[src/rtl/tlt_pkg.sv]
package tlt_pkg;

    localparam int DATA_W  = 32;
    localparam int CNT_LSB = 9;
    localparam int CNT_MSB = 30;
    localparam int CNT_W   = CNT_MSB - CNT_LSB + 1;
    localparam int FLAG_BIT = 31;
    localparam int OFS_W   = 2;

    typedef enum logic [OFS_W-1:0] {
        OFS_LIMIT      = 2'd0,
        OFS_COUNT      = 2'd1,
        OFS_LIMIT_KEEP = 2'd2,
        OFS_STATUS     = 2'd3
    } reg_ofs_e;

    typedef struct packed {
        logic [CNT_W-1:0] count;
        logic [CNT_W-1:0] limit;
        logic             reached;
        logic             irq;
    } core_st_t;

endpackage

[src/rtl/tlt_tick_gen.sv]
module tlt_tick_gen #(
    parameter int CLK_HZ  = 100_000_000,
    parameter int TICK_NS = 500
) (
    input  logic clk,
    input  logic rst_n,
    input  logic restart,
    output logic tick
);
    localparam int DIV_RAW = ((CLK_HZ / 1000) * TICK_NS) / 1_000_000;
    localparam int DIV     = (DIV_RAW < 1) ? 1 : DIV_RAW;
    localparam int PW      = (DIV < 2) ? 1 : $clog2(DIV);

    typedef struct packed {
        logic [PW-1:0] phase;
    } pre_st_t;

    pre_st_t st_d, st_q;

    assign tick = (st_q.phase == PW'(DIV - 1));

    always_comb begin
        st_d = st_q;
        if (restart || tick) begin
            st_d.phase = '0;
        end else begin
            st_d.phase = st_q.phase + 1'b1;
        end
    end

    always_ff @(posedge clk or negedge rst_n) begin
        if (!rst_n) st_q <= '0;
        else        st_q <= st_d;
    end

    generate
        if (DIV > 1) begin : g_gap_chk
            // ticks are never back to back when the divider exceeds one
            a_r1_tick_gap: assert property (@(posedge clk) disable iff (!rst_n)
                tick |=> !tick);
        end
    endgenerate

endmodule

[src/rtl/tlt_core.sv]
module tlt_core
    import tlt_pkg::*;
(
    input  logic             clk,
    input  logic             rst_n,
    input  logic             tick,
    input  logic             ld_restart,
    input  logic             ld_keep,
    input  logic [CNT_W-1:0] ld_val,
    input  logic             rd_ack,
    output logic [CNT_W-1:0] count,
    output logic [CNT_W-1:0] limit,
    output logic             reached,
    output logic             irq
);
    core_st_t st_d, st_q;
    logic     hit;

    assign hit = tick && (st_q.limit != '0) &&
                 ((st_q.count + 1'b1) == st_q.limit) && !ld_restart;

    always_comb begin
        st_d = st_q;
        if (tick) begin
            st_d.count = hit ? '0 : st_q.count + 1'b1;
        end
        if (rd_ack) begin
            st_d.reached = 1'b0;
            st_d.irq     = 1'b0;
        end
        if (ld_keep) begin
            st_d.limit = ld_val;
        end
        if (ld_restart) begin
            st_d.limit = ld_val;
            st_d.count = '0;
            st_d.irq   = 1'b0;
        end
        if (hit) begin
            st_d.reached = 1'b1;
            st_d.irq     = 1'b1;
        end
    end

    always_ff @(posedge clk or negedge rst_n) begin
        if (!rst_n) st_q <= '0;
        else        st_q <= st_d;
    end

    assign count   = st_q.count;
    assign limit   = st_q.limit;
    assign reached = st_q.reached;
    assign irq     = st_q.irq;

    a_r1_hold_between_ticks: assert property (@(posedge clk) disable iff (!rst_n)
        (!ld_restart && !tick) |=> $stable(st_q.count));

    a_r3_match_reload: assert property (@(posedge clk) disable iff (!rst_n)
        (tick && st_q.limit != '0 && (st_q.count + 1'b1) == st_q.limit && !ld_restart)
        |=> (st_q.irq && st_q.reached && st_q.count == '0));

    a_r5_ack_clears: assert property (@(posedge clk) disable iff (!rst_n)
        (rd_ack && !tick) |=> (!st_q.irq && !st_q.reached));

    a_r6_restart_zero: assert property (@(posedge clk) disable iff (!rst_n)
        ld_restart |=> (st_q.count == '0 && !st_q.irq));

    a_r8_free_quiet: assert property (@(posedge clk) disable iff (!rst_n)
        (st_q.limit == '0 && !st_q.irq && !ld_keep && !ld_restart) |=> !st_q.irq);

    a_r8_free_wrap: assert property (@(posedge clk) disable iff (!rst_n)
        (tick && st_q.limit == '0 && (&st_q.count) && !ld_restart) |=> st_q.count == '0);

    a_r9_match_wins: assert property (@(posedge clk) disable iff (!rst_n)
        (rd_ack && hit) |=> (st_q.irq && st_q.reached));

endmodule

[src/rtl/tlt_regs.sv]
module tlt_regs
    import tlt_pkg::*;
(
    input  logic              clk,
    input  logic              rst_n,
    input  logic              req_valid,
    input  logic              req_write,
    input  logic [OFS_W-1:0]  req_addr,
    input  logic [DATA_W-1:0] req_wdata,
    input  logic [CNT_W-1:0]  count,
    input  logic [CNT_W-1:0]  limit,
    input  logic              reached,
    output logic              ld_restart,
    output logic              ld_keep,
    output logic [CNT_W-1:0]  ld_val,
    output logic              rd_ack,
    output logic [DATA_W-1:0] rdata
);
    typedef struct packed {
        logic [DATA_W-1:0] rdata;
    } rd_st_t;

    rd_st_t   st_d, st_q;
    reg_ofs_e ofs;
    logic     is_wr, is_rd;
    logic [DATA_W-1:0] limit_word, count_word;
    logic     unused_wbits;

    assign ofs          = reg_ofs_e'(req_addr);
    assign is_wr        = req_valid && req_write;
    assign is_rd        = req_valid && !req_write;
    assign ld_val       = req_wdata[CNT_MSB:CNT_LSB];
    assign unused_wbits = ^{req_wdata[FLAG_BIT], req_wdata[CNT_LSB-1:0]};

    assign ld_restart = is_wr && (ofs == OFS_LIMIT);
    assign ld_keep    = is_wr && (ofs == OFS_LIMIT_KEEP);
    assign rd_ack     = is_rd && (ofs == OFS_LIMIT);

    always_comb begin
        limit_word = '0;
        limit_word[CNT_MSB:CNT_LSB] = limit;
        count_word = '0;
        count_word[CNT_MSB:CNT_LSB] = count;
        count_word[FLAG_BIT] = reached;
    end

    always_comb begin
        st_d = st_q;
        if (is_rd) begin
            unique case (ofs)
                OFS_LIMIT, OFS_LIMIT_KEEP: st_d.rdata = limit_word;
                OFS_COUNT:                 st_d.rdata = count_word;
                default:                   st_d.rdata = '0;
            endcase
        end
    end

    always_ff @(posedge clk or negedge rst_n) begin
        if (!rst_n) st_q <= '0;
        else        st_q <= st_d;
    end

    assign rdata = st_q.rdata;

    a_r11_rdata_hold: assert property (@(posedge clk) disable iff (!rst_n)
        !is_rd |=> $stable(st_q.rdata));

    a_r1_low_bits_zero: assert property (@(posedge clk) disable iff (!rst_n)
        st_q.rdata[CNT_LSB-1:0] == '0);

endmodule

[src/rtl/tlt_timer.sv]
module tlt_timer
    import tlt_pkg::*;
#(
    parameter int CLK_HZ  = 100_000_000,
    parameter int TICK_NS = 500
) (
    input  logic        clk,
    input  logic        rst_n,
    input  logic        req_valid,
    input  logic        req_write,
    input  logic [1:0]  req_addr,
    input  logic [31:0] req_wdata,
    output logic [31:0] rsp_rdata,
    output logic        irq_o
);
    logic             tick;
    logic             ld_restart, ld_keep, rd_ack;
    logic [CNT_W-1:0] ld_val, count, limit;
    logic             reached;

    tlt_tick_gen #(.CLK_HZ(CLK_HZ), .TICK_NS(TICK_NS)) u_tick (
        .clk     (clk),
        .rst_n   (rst_n),
        .restart (ld_restart),
        .tick    (tick)
    );

    tlt_core u_core (
        .clk        (clk),
        .rst_n      (rst_n),
        .tick       (tick),
        .ld_restart (ld_restart),
        .ld_keep    (ld_keep),
        .ld_val     (ld_val),
        .rd_ack     (rd_ack),
        .count      (count),
        .limit      (limit),
        .reached    (reached),
        .irq        (irq_o)
    );

    tlt_regs u_regs (
        .clk        (clk),
        .rst_n      (rst_n),
        .req_valid  (req_valid),
        .req_write  (req_write),
        .req_addr   (req_addr),
        .req_wdata  (req_wdata),
        .count      (count),
        .limit      (limit),
        .reached    (reached),
        .ld_restart (ld_restart),
        .ld_keep    (ld_keep),
        .ld_val     (ld_val),
        .rd_ack     (rd_ack),
        .rdata      (rsp_rdata)
    );

    // the interrupt can only rise on an edge where a tick was present
    a_r3_rise_on_tick: assert property (@(posedge clk) disable iff (!rst_n)
        $rose(irq_o) |-> $past(tick));

endmodule

[config.mk]
export PLATFORM = sky130hd
export DESIGN_NAME = tlt_timer
export DESIGN_NICKNAME = d
export VERILOG_FILES = /design/src/rtl/tlt_pkg.sv /design/src/rtl/tlt_tick_gen.sv /design/src/rtl/tlt_core.sv /design/src/rtl/tlt_regs.sv /design/src/rtl/tlt_timer.sv
export SDC_FILE = /design/constraint.sdc
export NUM_CORES = 1
export LEC_CHECK = 0
export BUFFER_PORTS_ARGS = -buffer_cell sky130_fd_sc_hd__buf_2
export CAP_MARGIN = 5
export CORE_UTILIZATION = 40
export DETAILED_ROUTE_END_ITERATION = 16
export PLACE_DENSITY = 0.58
export SLEW_MARGIN = 20
export SYNTH_ARGS = -nofsm -noshare
export SYNTH_HDL_FRONTEND = slang
export SYNTH_SLANG_ARGS = --single-unit
[constraint.sdc]
create_clock -name clk -period 5.3 [get_ports clk]
set_input_delay 1.59 -clock clk [delete_from_list [all_inputs] [get_ports clk]]
set_output_delay 1.59 -clock clk [all_outputs]
set_load 0.05 [all_outputs]
## Word level (Yosys, flattened, before mapping)

Index checks and enable logic that the tools add are counted.

| word-level totals | value |
|---|---|
| register bits | 84 |
| input port bits | 38 |
| output and inout port bits | 33 |
| logic and storage cells | 39 |

| operators by class | value |
|---|---|
| add/subtract/negate cells | 2 |
| equal/unequal tests | 4 |
| mux-type cells | 9 |
| reductions and logical operators | 18 |

Operator list:

| kind | number |
|---|---|
| 22-bit two-way mux | 3 |
| 32-bit one-hot mux with 2 select lines | 1 |
| 44-bit two-way mux | 1 |
| 22-bit by 1-bit adder with 22-bit output (second input constant) | 1 |
| 22-bit == test | 1 |
| 22-bit nonzero test | 1 |
| 1-bit logical AND | 8 |
| 6-bit by 1-bit adder with 6-bit output (second input constant) | 1 |
| 6-bit == test (second input constant) | 1 |
| 6-bit two-way mux | 1 |
| 2-bit nonzero test | 3 |
| 2-bit two-way mux | 2 |
| 3-bit nonzero test | 1 |
| 2-bit by 1-bit == test with 1-bit output (second input constant) | 1 |
| 2-bit == test (second input constant) | 1 |
| 1-bit logical NOT | 2 |
| 2-bit logical NOT | 1 |
| 2-bit OR reduction | 1 |
| 1-bit logical OR | 1 |
| 1-bit two-way mux | 1 |

## Logic depth before layout (Yosys ltp)

Gate-level depths: netlist (run 1).

| logic depth | value |
|---|---|
| depth after elaboration | 7 |
| gate-level depth with buffers | 12 |
| gate-level depth less buffers | 9 |

## Cells and area by module

Synthesis (run 1) repeated with hierarchy kept, for this count alone.

| second synthesis, totals | value |
|---|---|
| cell total of the unflattened synthesis | 508 |
| area total of the unflattened synthesis | 4699.5 um2 |

By module, submodules not included:

| module | times used | cells an instance | area an instance (um2) | sequential area each (um2) |
|---|---|---|---|---|
| tlt_core | 1 | 320 | 3010.4 | 1151.1 |
| tlt_regs | 1 | 162 | 1407.6 | 575.6 |
| tlt_tick_gen | 1 | 26 | 281.5 | 150.1 |

## Worst setup path before layout (run 1)

Ideal clock, no wire load.

| timing path | value |
|---|---|
| path kind | input -> register |
| start | in req_addr[0] |
| end | reg u_core.st_q (netlist bit u_core.count[9]) |
| setup time | 0.119 ns |
| arrival time | 3.171 ns |
| required time | 5.181 ns |
| setup slack | 2.010 ns |
| cell stages on the path | 11 |
| path buffers | 3 |
| cells stage by stage | nor2_1 and3_1 clkbuf_1 nor3_1 o311ai_0 nor4_1 and4_1 buf_6 buf_4 nor3_1 o21a_1 |

| on the way | value |
|---|---|
| longest elaborated chain between the ends | 7 |
| elaborated cells on any way between the ends | 8 |
| those cells by class | mux: 3; reduce/logical: 5 |

Ends and longest elaborated chain:

| item | line | text |
|---|---|---|
| start: declaration | tlt_timer.sv:11 | `input logic [1:0] req_addr,` |
| 2-bit logical NOT (*) | tlt_regs.sv:35 | `assign ld_restart = is_wr && (ofs == OFS_LIMIT);` |
| 1-bit logical AND (*) | tlt_regs.sv:35 |  |
| 1-bit logical NOT | tlt_core.sv:20 | `((st_q.count + 1'b1) == st_q.limit) && !ld_restart;` |
| 1-bit logical AND | tlt_core.sv:20 |  |
| 22-bit two-way mux | tlt_core.sv:25 | `st_d.count = hit ? '0 : st_q.count + 1'b1;` |
| 22-bit two-way mux | tlt_core.sv:24 | `if (tick) begin` |
| 44-bit two-way mux | tlt_core.sv:34 | `if (ld_restart) begin` |
| end signal: assignment | tlt_core.sv:47 | `else st_q <= st_d;` |
| end: declaration | tlt_core.sv:16 | `core_st_t st_d, st_q;` |

Every way passes the cells marked *; elsewhere a longest branch is shown, timed or not. The select of a mux whose other input is x is not followed.
A chain may end at the register's enable or synchronous reset.

## Final worst setup path (run 1)

| timing path | value |
|---|---|
| start | reg u_core.st_q (netlist bit u_core.count[0]) |
| end | reg u_core.st_q (netlist bit u_core.count[13]) |

| on the way | value |
|---|---|
| longest elaborated chain between the ends | 7 |

Ends and longest elaborated chain:

| item | line | text |
|---|---|---|
| 22-bit by 1-bit adder with 22-bit output (*) | tlt_core.sv:20, tlt_core.sv:25 |  |
| 22-bit == test | tlt_core.sv:20 |  |
| 1-bit logical AND | tlt_core.sv:19 | `assign hit = tick && (st_q.limit != '0) &&` |
| 1-bit logical AND | tlt_core.sv:20 |  |
| 22-bit two-way mux (*) | tlt_core.sv:25 |  |
| 22-bit two-way mux (*) | tlt_core.sv:24 |  |
| 44-bit two-way mux (*) | tlt_core.sv:34 |  |

Marks and branches as above.

==> results.env, run 1 <==
WORSTREG2REGEND='u_core.count[13]'
NUM-FILL-CELLS=1071
RELATIVE_SLEW_MARGINS_PCT=35.5
HOLDBUFCOUNTCTS=0
STARTPOINT_TYPE='register'
DETAIL_ROUTE.WIRELENGTH.MET1_MM=5.26
FINAL-HOLD-VIOLATION-COUNT=0
FINAL.PERIOD_UTILIZATION_PCT=71.5
CLOCK_TRANSITION_AT_THE_REGISTER_CLOCK_PINS_ON_THE_WORST_SETUP_AND_HOLD_PATHS_AFTER_CTS_PS=80
POWER_FRAC_COMB_PCT=23.5
NUM_CTS_BUFFERS=9
NETLIST-CELL-TYPE-COUNT=57
ANTENNA_FIX_CELLS=0
CTS.PATH.MAX_BUFFERS=2
FIRSTDRTPASSITERS=5
IR_DROP_WORST_VDD_uV=173
POSTSYNTH.TOPFLOPCELL='sky130_fd_sc_hd__dfrtp_1'
DETAILROUTE.WIRELENGTH.MET3_UM=638
TOTALNEGATIVESETUPSLACK_PS=0
INITIAL_UTILIZATION_PCT=41.0
AVGROUTEDWIREPERCELL_UM=17.9
SEQPWRFRAC_PCT=47.2
SYNTH.YOSYS.SEQ_AREA_SHARE_PCT=42.2
DIE_HEIGHT_UM=107
POWER.DENSITY_CELL_AREA_nW_PER_UM2=325
POST_SYNTH_MAIN_AREA_CONTRIBUTORS='sky130_fd_sc_hd__dfrtp_1 (42%), sky130_fd_sc_hd__mux2_2 (5.6%), sky130_fd_sc_hd__a221oi_1 (3.7%)'
CTS.ROOT.BUFFER_CELL='sky130_fd_sc_hd__clkbuf_8'
DPL.HPWL_MM=8.30
REGISTER_AREA_UM2=1880
CRIT_PATH_END_KIND='register'
MULTI_INPUT_AREA_UM2=2250
VIAS=3674
SETUP_VIOL=0
DETAIL_ROUTE.VIAS_PER_CELL=5.73
SYNTH_TOP_CELL_AREA_SHARE_PCT=42.2
POST-ROUTE-DRC-COUNT=0
ASYNCSETRESETFLOPFRACSYNTH_PCT=100
GRT_SETUP_UNREPAIRED='no'
INTERNAL_POWER_mW=1.03
GRT_MAX_DEGREE=76
CLOCK_SKEW_PS=8.50
CRITPATHMAXFANOUT=15
CTS.HTREE.LEVELS=3
SYNTH_EDF_COUNT=0
DESIGN.FINAL.NETS=537
CRITICAL_PATH_ARRIVAL_PS=4040
MAX-CAP-VIOLATIONS=0
HOLD_END='u_core.irq'
YS_FF_LATCH=75
PLACEMENTROWS=38
DESIGN.DIE.AREA_UM2=11500
GRT_ANTENNA_BEFORE_REPAIR=0
SYNTHESIS.AREA_UM2=4450
WORST_R2R_PATH_DEPTH=10
GLOBALROUTETOTALUTIL_PCT=21.1
FMAX_MHz=264
CLOCKPOWERSHARE_PCT=29.3
NUMPORTBUFFERS=51
RESULT_OF_THE_RUN='finished clean'
POST-LAYOUT-TOTAL-POWER_mW=1.59
POWER.SHARE.SWITCHING_PCT=35.0
YOSYSWARNINGS=0
SYNTHMOSTINSTANTIATEDCELL='sky130_fd_sc_hd__dfrtp_1'
WL_MM=11.5
PERIOD_MINUS_WS_FINAL_PS=3790
P_LEAK_nW=2.20
CLOCK_LATENCY_OF_THE_LATER_CLOCKED_REGISTER_IN_THE_WORST_SKEW_PAIR_PS=360
AREA_LEADER_NETLIST='sky130_fd_sc_hd__dfrtp_1'
MIN-DELAY-START='u_core.irq'
FINAL_LAYOUT_SIZE_SUFFIX_GT1_SHARE_PCT=21.4
DIE_W_UM=107
CORE_REGION_AREA_UM2=10800
WL_MET2_MM=5.41
POST-CTS-SETUP-BUFFERS=0
OVERFLOW=0
GRT_PASS1_VIAS=3552
POST_CTS_RESIZED=0
GRT_FIRST_PASS_WIRELENGTH_MM=18.7
WORST-ENDPOINT-REQUIRED_PS=5550
TRITONCTS='yes'
CTS_NUM_SINKS=75
POSTROUTEANTENNANETS=0
SWITCHINGPOWER_mW=0.558
MAXSLEWVIOLCOUNT=0
WORST_SLEW_PIN_SLEW_PS=968
WORST_HOLD_PATH_TYPE='reg -> reg'
TIMING.SETUP.CRITICAL_PATH_CLASS='reg -> reg'
DRT-INITIAL-DRC-COUNT=271
SYNTH.AVG_CELL_AREA_UM2=9.52
START_POINT_OF_THE_CRITICAL_PATH='u_core.count[0]'
HIGHEST-SIGNAL-LAYER='met4'
CRITICAL_PATH.REG2REG.STARTPOINT='u_core.count[0]'
IOS=71
GP_CONGESTION=0.917
SYNTH.TOP_CELLS.BY_COUNT='sky130_fd_sc_hd__dfrtp_1 (75), sky130_fd_sc_hd__nand2_1 (34), sky130_fd_sc_hd__a21oi_1 (30)'
SYNTH_TO_LAYOUT_AREA_GROWTH_PCT=10.1
SYNTH_CELLS=467
HOLD-PATH-CELL-COUNT=1
SETUP.REG_TO_REG.WORST_SLACK_PS=1510
==> layout by cell type, fill, tap and decap left out, drive strengths merged, types with 3 or more instances in the layout <==
| master | synthesis | final |
|---|---|---|
| and3 | 7 | 7 |
| clkbuf | 17 | 11 |
| xnor2 | 17 | 17 |
| nand3 | 13 | 13 |
| dfrtp | 75 | 75 |
| nand4 | 10 | 10 |
| buf | 28 | 55 |
| or2 | 4 | 4 |
| nor2 | 17 | 17 |
| nor2b | 8 | 8 |
| nor3 | 7 | 7 |
| a211oi | 12 | 12 |
| a21oi | 30 | 30 |
| o21ai | 17 | 17 |
| or4 | 3 | 3 |
| nand2b | 7 | 7 |
| a21o | 17 | 17 |
| inv | 25 | 26 |
| nand2 | 34 | 34 |
| nor4 | 16 | 16 |
| mux2 | 22 | 22 |
| o31ai | 5 | 5 |
| xor2 | 10 | 10 |
| or3 | 11 | 11 |
| and4 | 5 | 5 |
| a221oi | 19 | 19 |
| ha | 3 | 3 |
| conb | 1 | 9 |
==> power by group through the flow <==
stage                     combinational (mW)  sequential [mW]  clock (mW)
after floorplan                        0.204            0.820           0
after global placement                 0.370            0.757           0
after detailed placement               0.376            0.760           0
after CTS                              0.377            0.750       0.481
after global routing                   0.410            0.764       0.505
final                                  0.375            0.751       0.466
==> final cells by class <==
| class | count | share of cell area [%] |
|---|---|---|
| Timing Repair Buffer | 55 | 5.88 |
| Tap cell | 140 | 3.58 |
| Sequential cell | 75 | 38.3 |
| Clock buffer | 11 | 3.09 |
| Multi-Input combinational cell | 330 | 46.0 |
| Clock inverter | 5 | 1.20 |
| Inverter | 25 | 1.92 |
==> sequential cells by signal, summed over array words and instances, names as in the netlist <==
signal,count
u_tick.st_q,6
u_core.limit,22
u_core.count,22
u_core.irq,1
u_regs.rdata,23
u_core.reached,1
==> how the worst max path moves through the flow <==
stage                                  end  slack [ps]  cells after the start
after floorplan            u_core.count[9]        2010                     11
after global placement    u_core.count[19]        1170                     10
after detailed placement  u_core.count[13]        1170                     10
after CTS                 u_core.count[13]        1510                     10
after global routing      u_core.count[13]        1190                     10
final                     u_core.count[13]        1510                     10
==> stage by stage <==
| stage | hold WS (ps) | setup WS (ps) | utilization, % | instance area, um^2 | std cells |
|---|---|---|---|---|---|
| after detailed placement | 473 | 1170 | 43.2 | 4680 | 625 |
| after global routing | 516 | 1190 | 45.2 | 4900 | 641 |
| final | 491 | 1510 | 45.2 | 4900 | 641 |
| after CTS | 494 | 1510 | 45.1 | 4890 | 641 |
| after floorplan | 461 | 2010 | - | 4480 | 475 |
| after global placement | 456 | 1170 | 43.2 | 4680 | 625 |
==> metal layers <==
| metal | vias up | GRT usage [%] |
|---|---|---|
| li1 | 1743 | - |
| met1 | 1802 | 28.5 |
| met2 | 111 | 34.0 |
| met3 | 18 | 4.12 |
| met4 | 0 | 6.85 |
| met5 | - | 0 |
==> cell families after synthesis <==
kind of cell               count (synthesis)  share of synthesized area, %
muxes                                     23                          5.79
other                                      1                        0.0843
and+or+nand+nor                          147                          19.1
xor gates and xnor gates                  27                          5.32
DFF                                       75                          42.2
AOI/OAI and AO/OA                        121                          18.8
adders and majority gates                  3                         0.844
buffers and inverters                     70                          7.93
==> critical path, stage by stage (launching register included) <==
cell and delay, ps:
sky130_fd_sc_hd__dfrtp_1 550, sky130_fd_sc_hd__ha_1 310, sky130_fd_sc_hd__nand3_1 390, sky130_fd_sc_hd__nor4_1 590
sky130_fd_sc_hd__xnor2_1 170, sky130_fd_sc_hd__o21ai_0 90, sky130_fd_sc_hd__nor4b_1 370, sky130_fd_sc_hd__and4_1 580
sky130_fd_sc_hd__buf_4 330, sky130_fd_sc_hd__o31ai_1 90, sky130_fd_sc_hd__a21o_1 210
Note: power is estimated with default switching activity, not from simulation.
==> run 2: changes to the inputs <==
- PLACE_DENSITY: 0.58 -> 0.6
- clock period: 5.3 -> 3.3 ns (I/O delays scaled with it)
==> results.env, run 2 (same netlist as run 1, synthesis figures left out) <==
CORE_REGION_AREA_UM2=10800  # unchanged
GP_CONGESTION=0.915  # -0.15%
CLOCK_SKEW_PS=12.2  # +3.67 ps
GLOBALROUTETOTALUTIL_PCT=21.7  # +0.55 points
MAX_FFS_PER_REGISTER=23  # unchanged
WORST-ENDPOINT-REQUIRED_PS=3540  # -2010 ps
NUM-FILL-CELLS=1041  # -2.8%
CTS_NUM_SINKS=75  # unchanged
NUMPORTBUFFERS=51  # unchanged
P_LEAK_nW=2.33  # +6.0%
CTS.ROOT.BUFFER_CELL='sky130_fd_sc_hd__clkbuf_8'
DIE_W_UM=107  # unchanged
DRT-INITIAL-DRC-COUNT=268  # -1.1%
REGISTER_AREA_UM2=1880  # unchanged
RESULT_OF_THE_RUN='finished clean'
HOLDBUFCOUNTCTS=0  # unchanged
CRIT_SLOWEST_CELL='sky130_fd_sc_hd__dfrtp_1'
VIAS=3814  # +3.8%
UTILIZATION_PCT=47.0  # +1.8 points
GRT_FIRST_PASS_WIRELENGTH_MM=19.3  # +3.0%
WL_MM=11.8  # +2.9%
POST-ROUTE-DRC-COUNT=0  # unchanged
POST-CTS-SETUP-BUFFERS=0  # unchanged
RELATIVE_SLEW_MARGINS_PCT=35.8  # +0.37 points
TOTALNEGATIVESETUPSLACK_PS=0  # unchanged
LAYOUT.CELLS.MOST_COMMON='sky130_fd_sc_hd__dfrtp_1'
GRT_PASS1_VIAS=3779  # +6.4%
CRITPATHMAXSTAGEDELAY_PS=550  # -40 ps
FINAL-INSTANCE-COUNT-EXCL-FILL=665  # +3.7%
TRITONCTS='yes'
ANTENNA_FIX_CELLS=0  # unchanged
FINAL_LAYOUT_SIZE_SUFFIX_GT1_SHARE_PCT=24.4  # +3.0 points
FINAL.PERIOD_UTILIZATION_PCT=92.0  # +20 points
CLOCK_LATENCY_OF_THE_LATER_CLOCKED_REGISTER_IN_THE_WORST_SKEW_PAIR_PS=360  # about the same
DETAIL_ROUTE.VIAS_PER_CELL=5.74  # about the same
POSTROUTEANTENNANETS=0  # unchanged
FMAX_MHz=329  # +25%
DESIGN.DIE.AREA_UM2=11500  # unchanged
WHS_PS=477  # -14.0 ps
FINAL-HOLD-VIOLATION-COUNT=0  # unchanged
AVGROUTEDWIREPERCELL_UM=17.8  # -0.82%
DPL.HPWL_MM=8.63  # +4.0%
GRT_SETUP_UNREPAIRED='no'
FINAL_CELL_MIX='sky130_fd_sc_hd__dfrtp_1 (75), sky130_fd_sc_hd__buf_2 (50), sky130_fd_sc_hd__nand2_1 (34)'
MAXSLEWVIOLCOUNT=0  # unchanged
OVERFLOW=0  # unchanged
SETUP_VIOL=0  # unchanged
INITIAL_UTILIZATION_PCT=41.0  # unchanged
CTS.HTREE.LEVELS=3  # unchanged
POWER.DENSITY_CELL_AREA_nW_PER_UM2=512  # +58%
GRT_ANTENNA_BEFORE_REPAIR=0  # unchanged
FIRSTDRTPASSITERS=5  # unchanged
WORST_HOLD_PATH_TYPE='reg -> reg'
SYNTH_TO_LAYOUT_AREA_GROWTH_PCT=14.4
GRT_MAX_DEGREE=76  # unchanged
IOS=71  # unchanged
POST_CTS_RESIZED=0  # unchanged
TIMING.SETUP.CRITICAL_PATH_CLASS='reg -> reg'
MULTI_INPUT_AREA_UM2=2250  # -0.22%
WORST_SLEW_PIN_SLEW_PS=963  # -5.51 ps
DPL.CELL_COUNT=649  # +3.8%
POST-LAYOUT-TOTAL-POWER_mW=2.61  # +64%
CRIT_PATH_END_KIND='register'
PLACEMENTROWS=38  # unchanged
DESIGN.FINAL.NETS=561  # +4.5%
CRITICAL_PATH.CELL_CHAIN='ha_1, nand3_1, nor3_1, buf_4, nand4_1, xnor2_1, nor4_1, and4_1, buf_12, or2_1, o211ai_2'
IR_DROP_WORST_VDD_uV=371  # +120%
CTS.PATH.MAX_BUFFERS=2  # unchanged
PERIOD_MINUS_WS_FINAL_PS=3040  # -757 ps
CRITICAL_PATH_ARRIVAL_PS=3280  # -760 ps
NUM_CTS_BUFFERS=9  # unchanged
STARTPOINT_TYPE='register'
MAX-CAP-VIOLATIONS=0  # unchanged
CLOCK_TRANSITION_AT_THE_REGISTER_CLOCK_PINS_ON_THE_WORST_SETUP_AND_HOLD_PATHS_AFTER_CTS_PS=80  # about the same
DIE_HEIGHT_UM=107  # unchanged
CRITPATHMAXFANOUT=20  # +5
[run 2: path summary, 6_finish.rpt]
path                                  from                to  slack (ps)  cells after the start
min                             u_core.irq        u_core.irq         480                      1
max                        u_core.count[0]  u_core.count[12]         260                     11
min in group asynchronous            rst_n   u_core.limit[2]         770                      1
max reg2reg                u_core.count[0]  u_core.count[12]         260                     11
max in group asynchronous            rst_n  u_core.count[12]        1900                      1
min reg2reg                     u_core.irq        u_core.irq         480                      1
[run 2: area by class of cell]
type / instances / share of cell area (%)
multi-input combinational: 330 / 44.2
clock inverter: 6 / 1.72
clock buffer: 10 / 2.51
timing repair buffer: 79 / 9.44
inverter: 25 / 1.84
tap: 140 / 3.44
sequential: 75 / 36.9
[run 2: worst max-delay path: cells and delay by family (launching register included)]
family	cells	cell delay, ps
simple gates	6	1440
flops	1	550
compound gates	1	100
buf+inv	2	340
xor+xnor	1	210
fa+ha+maj	1	250
[run 2: where the power goes]
group	total, mW	switching, mW	internal (mW)	leakage [nW]
Combinational	0.608	0.384	0.224	1.30
Clock	0.791	0.364	0.428	0.111
Sequential	1.21	0.161	1.05	0.926
Total	2.61	0.908	1.70	2.33
[run 2: routing by layer]
| layer | track usage [%] | wire [um] | vias up |
|---|---|---|---|
| li1 | - | - | 1792 |
| met1 | 29.0 | 5450 | 1913 |
| met2 | 34.9 | 5640 | 94 |
| met3 | 4.84 | 549 | 15 |
| met4 | 6.65 | 160 | 0 |
| met5 | 0 | 0 | - |
[run 2: per-stage QoR]
stage	setup WS [ps]	area, um^2
floorplan	610	4480
global placement	214	4870
detailed placement	222	4870
CTS	322	5090
global route	104	5090
finish	265	5090
==> run 3: changes to the inputs <==
- PLACE_DENSITY: 0.6 -> 0.58
- clock period: 3.3 -> 3.9 ns (I/O delays scaled with it)
==> results.env, run 3 (same netlist as run 1, synthesis figures left out) <==
SETUP.REG_TO_REG.WORST_SLACK_PS=590  # +330 ps
CTS.HTREE.LEVELS=3  # unchanged
FINAL_LAYOUT_SIZE_SUFFIX_GT1_SHARE_PCT=21.7  # -2.6 points
POST-CTS-SETUP-BUFFERS=0  # unchanged
NUM_CTS_BUFFERS=9  # unchanged
CRITICAL_PATH_ARRIVAL_PS=3550  # +270 ps
DRT-INITIAL-DRC-COUNT=189  # -29%
WL_MM=11.7  # -1.3%
WORSTREG2REGEND='u_core.count[12]'
WORST-ENDPOINT-REQUIRED_PS=4140  # +600 ps
CRITICAL_PATH.REG2REG.STARTPOINT='u_core.count[1]'
DPL.HPWL_MM=8.36  # -3.2%
TRITONCTS='yes'
CORE_REGION_AREA_UM2=10800  # unchanged
TOTALNEGATIVESETUPSLACK_PS=0  # unchanged
CTS_NUM_SINKS=75  # unchanged
CLOCK_LATENCY_OF_THE_LATER_CLOCKED_REGISTER_IN_THE_WORST_SKEW_PAIR_PS=360  # about the same
DIE_HEIGHT_UM=107  # unchanged
GRT_MAX_DEGREE=76  # unchanged
GRT_SETUP_UNREPAIRED='no'
WORST_R2R_PATH_DEPTH=10  # -1
WHS_PS=479  # +2.51 ps
WL_MET2_MM=5.38  # -4.7%
CRITPATHMAXFANOUT=20  # unchanged
IR_DROP_WORST_VDD_uV=240  # -35%
CRITICAL_PATH.CELL_CHAIN='ha_1, nand3_1, nor4_1, xnor2_1, o21ai_0, nor4b_1, and4_1, buf_4, or2_1, o211ai_2'
DESIGN.FINAL.NETS=542  # -3.4%
MAX_FFS_PER_REGISTER=23  # unchanged
DESIGN.DIE.AREA_UM2=11500  # unchanged
GRT_PASS1_VIAS=3653  # -3.3%
POSTROUTEANTENNANETS=0  # unchanged
RELATIVE_SLEW_MARGINS_PCT=36.5  # +0.63 points
CTS.PATH.MAX_BUFFERS=2  # unchanged
INITIAL_UTILIZATION_PCT=41.0  # unchanged
FINAL.PERIOD_UTILIZATION_PCT=84.7  # -7.2 points
DETAILROUTE.WIRELENGTH.MET3_UM=628  # +14%
HOLD_END='u_regs.rdata[9]'
SYNTH_TO_LAYOUT_AREA_GROWTH_PCT=10.7
MIN-DELAY-START='u_regs.rdata[9]'
GRT_FIRST_PASS_WIRELENGTH_MM=19.3  # +0.18%
CLOCK_SKEW_PS=10.8  # -1.36 ps
AVGROUTEDWIREPERCELL_UM=18.0  # +1.6%
DETAIL_ROUTE.WIRELENGTH.MET1_MM=5.34  # -2.1%
MAX-CAP-VIOLATIONS=0  # unchanged
FIRSTDRTPASSITERS=5  # unchanged
CLOCK_TRANSITION_AT_THE_REGISTER_CLOCK_PINS_ON_THE_WORST_SETUP_AND_HOLD_PATHS_AFTER_CTS_PS=80  # about the same
ANTENNA_FIX_CELLS=0  # unchanged
FINAL-HOLD-VIOLATION-COUNT=0  # unchanged
CRIT_SLOWEST_CELL='sky130_fd_sc_hd__nor4_1'
PERIOD_MINUS_WS_FINAL_PS=3310  # +270 ps
CRITPATHMAXSTAGEDELAY_PS=580  # +30 ps
MAXSLEWVIOLCOUNT=0  # unchanged
RESULT_OF_THE_RUN='finished clean'
LAYOUT.CELLS.MOST_COMMON='sky130_fd_sc_hd__dfrtp_1'
GLOBALROUTETOTALUTIL_PCT=21.5  # -0.14 points
DIE_W_UM=107  # unchanged
POST-ROUTE-DRC-COUNT=0  # unchanged
PLACEMENTROWS=38  # unchanged
MULTI_INPUT_AREA_UM2=2250  # +0.11%
REGISTER_AREA_UM2=1880  # unchanged
NUM-FILL-CELLS=1065  # +2.3%
POST_CTS_RESIZED=0  # unchanged
CRITICAL_PATH_BUF_INV_COUNT=1  # -1
CTS.ROOT.BUFFER_CELL='sky130_fd_sc_hd__clkbuf_8'
CRIT_PATH_END_KIND='register'
SETUP_VIOL=0  # unchanged
DETAIL_ROUTE.VIAS_PER_CELL=5.77  # +0.54%
FMAX_MHz=303  # -8.2%
TIMING.SETUP.CRITICAL_PATH_CLASS='reg -> reg'
GP_CONGESTION=0.863  # -5.7%
HOLD-PATH-CELL-COUNT=2  # +1
HIGHEST-SIGNAL-LAYER='met4'
WORST_HOLD_PATH_TYPE='reg -> reg'
NUMPORTBUFFERS=51  # unchanged
IOS=71  # unchanged
WORST_SLEW_PIN_SLEW_PS=953  # -9.41 ps
GRT_ANTENNA_BEFORE_REPAIR=0  # unchanged
P_LEAK_nW=2.21  # -5.1%
CRITICAL_PATH.TOP_DELAY_FAMILY='simple AND/OR/NAND/NOR gates'
POWER.DENSITY_CELL_AREA_nW_PER_UM2=441  # -14%
OVERFLOW=0  # unchanged
FINAL_CELL_MIX='sky130_fd_sc_hd__dfrtp_1 (75), sky130_fd_sc_hd__buf_2 (50), sky130_fd_sc_hd__nand2_1 (34)'
STARTPOINT_TYPE='register'
VIAS=3725  # -2.3%
HOLDBUFCOUNTCTS=0  # unchanged
## run 3: report_power, final
group	switching (mW)	internal (mW)	total, mW
Clock	0.311	0.316	0.627
Sequential	0.133	0.887	1.02
Combinational	0.332	0.192	0.524
Total	0.776	1.39	2.17
## run 3: stage by stage
stage	cells	setup WS, ps	util [%]	cell area, um^2	total power [mW]
6_report	646	595	45.4	4920	2.17
5_1_grt	646	309	45.4	4920	2.28
4_1_cts	646	633	45.4	4920	2.18
3_5_place_dp	630	542	43.5	4720	1.56
3_3_place_gp	630	566	43.5	4720	1.54
2_1_floorplan	475	1030	-	4480	1.39
## run 3: layout make-up
cell class | count | area share (%)
sequential | 75 | 38.1
clock buffer | 11 | 2.87
inverter | 25 | 1.91
tap | 140 | 3.56
multi-input combinational | 330 | 45.7
clock inverter | 5 | 1.24
timing repair buffer | 60 | 6.61
## run 3: worst register-to-register path, stage by stage, from the launching register on
cell                       delay, ps
sky130_fd_sc_hd__dfrtp_1         500
sky130_fd_sc_hd__ha_1            320
sky130_fd_sc_hd__nand3_1         250
sky130_fd_sc_hd__nor4_1          580
sky130_fd_sc_hd__xnor2_1         170
sky130_fd_sc_hd__o21ai_0          90
sky130_fd_sc_hd__nor4b_1         410
sky130_fd_sc_hd__and4_1          280
sky130_fd_sc_hd__buf_4           250
sky130_fd_sc_hd__or2_1           230
sky130_fd_sc_hd__o211ai_2        100
## run 3: metal layers
metal,up-vias,track usage [%]
li1,1756,-
met1,1818,29.4
met2,118,33.5
met3,33,4.00
met4,0,8.90
met5,-,0
## run 3: worst max-delay path by stage
stage                     from          endpoint  slack, ps  cells past startpoint
5_1_grt        u_core.count[1]  u_core.count[12]        310                     10
3_5_place_dp       req_addr[0]  u_core.count[12]        540                     10
2_1_floorplan      req_addr[0]   u_core.count[9]       1030                     11
6_report       u_core.count[1]  u_core.count[12]        590                     10
3_3_place_gp       req_addr[0]  u_core.count[12]        570                     10
4_1_cts        u_core.count[1]  u_core.count[12]        630                     10
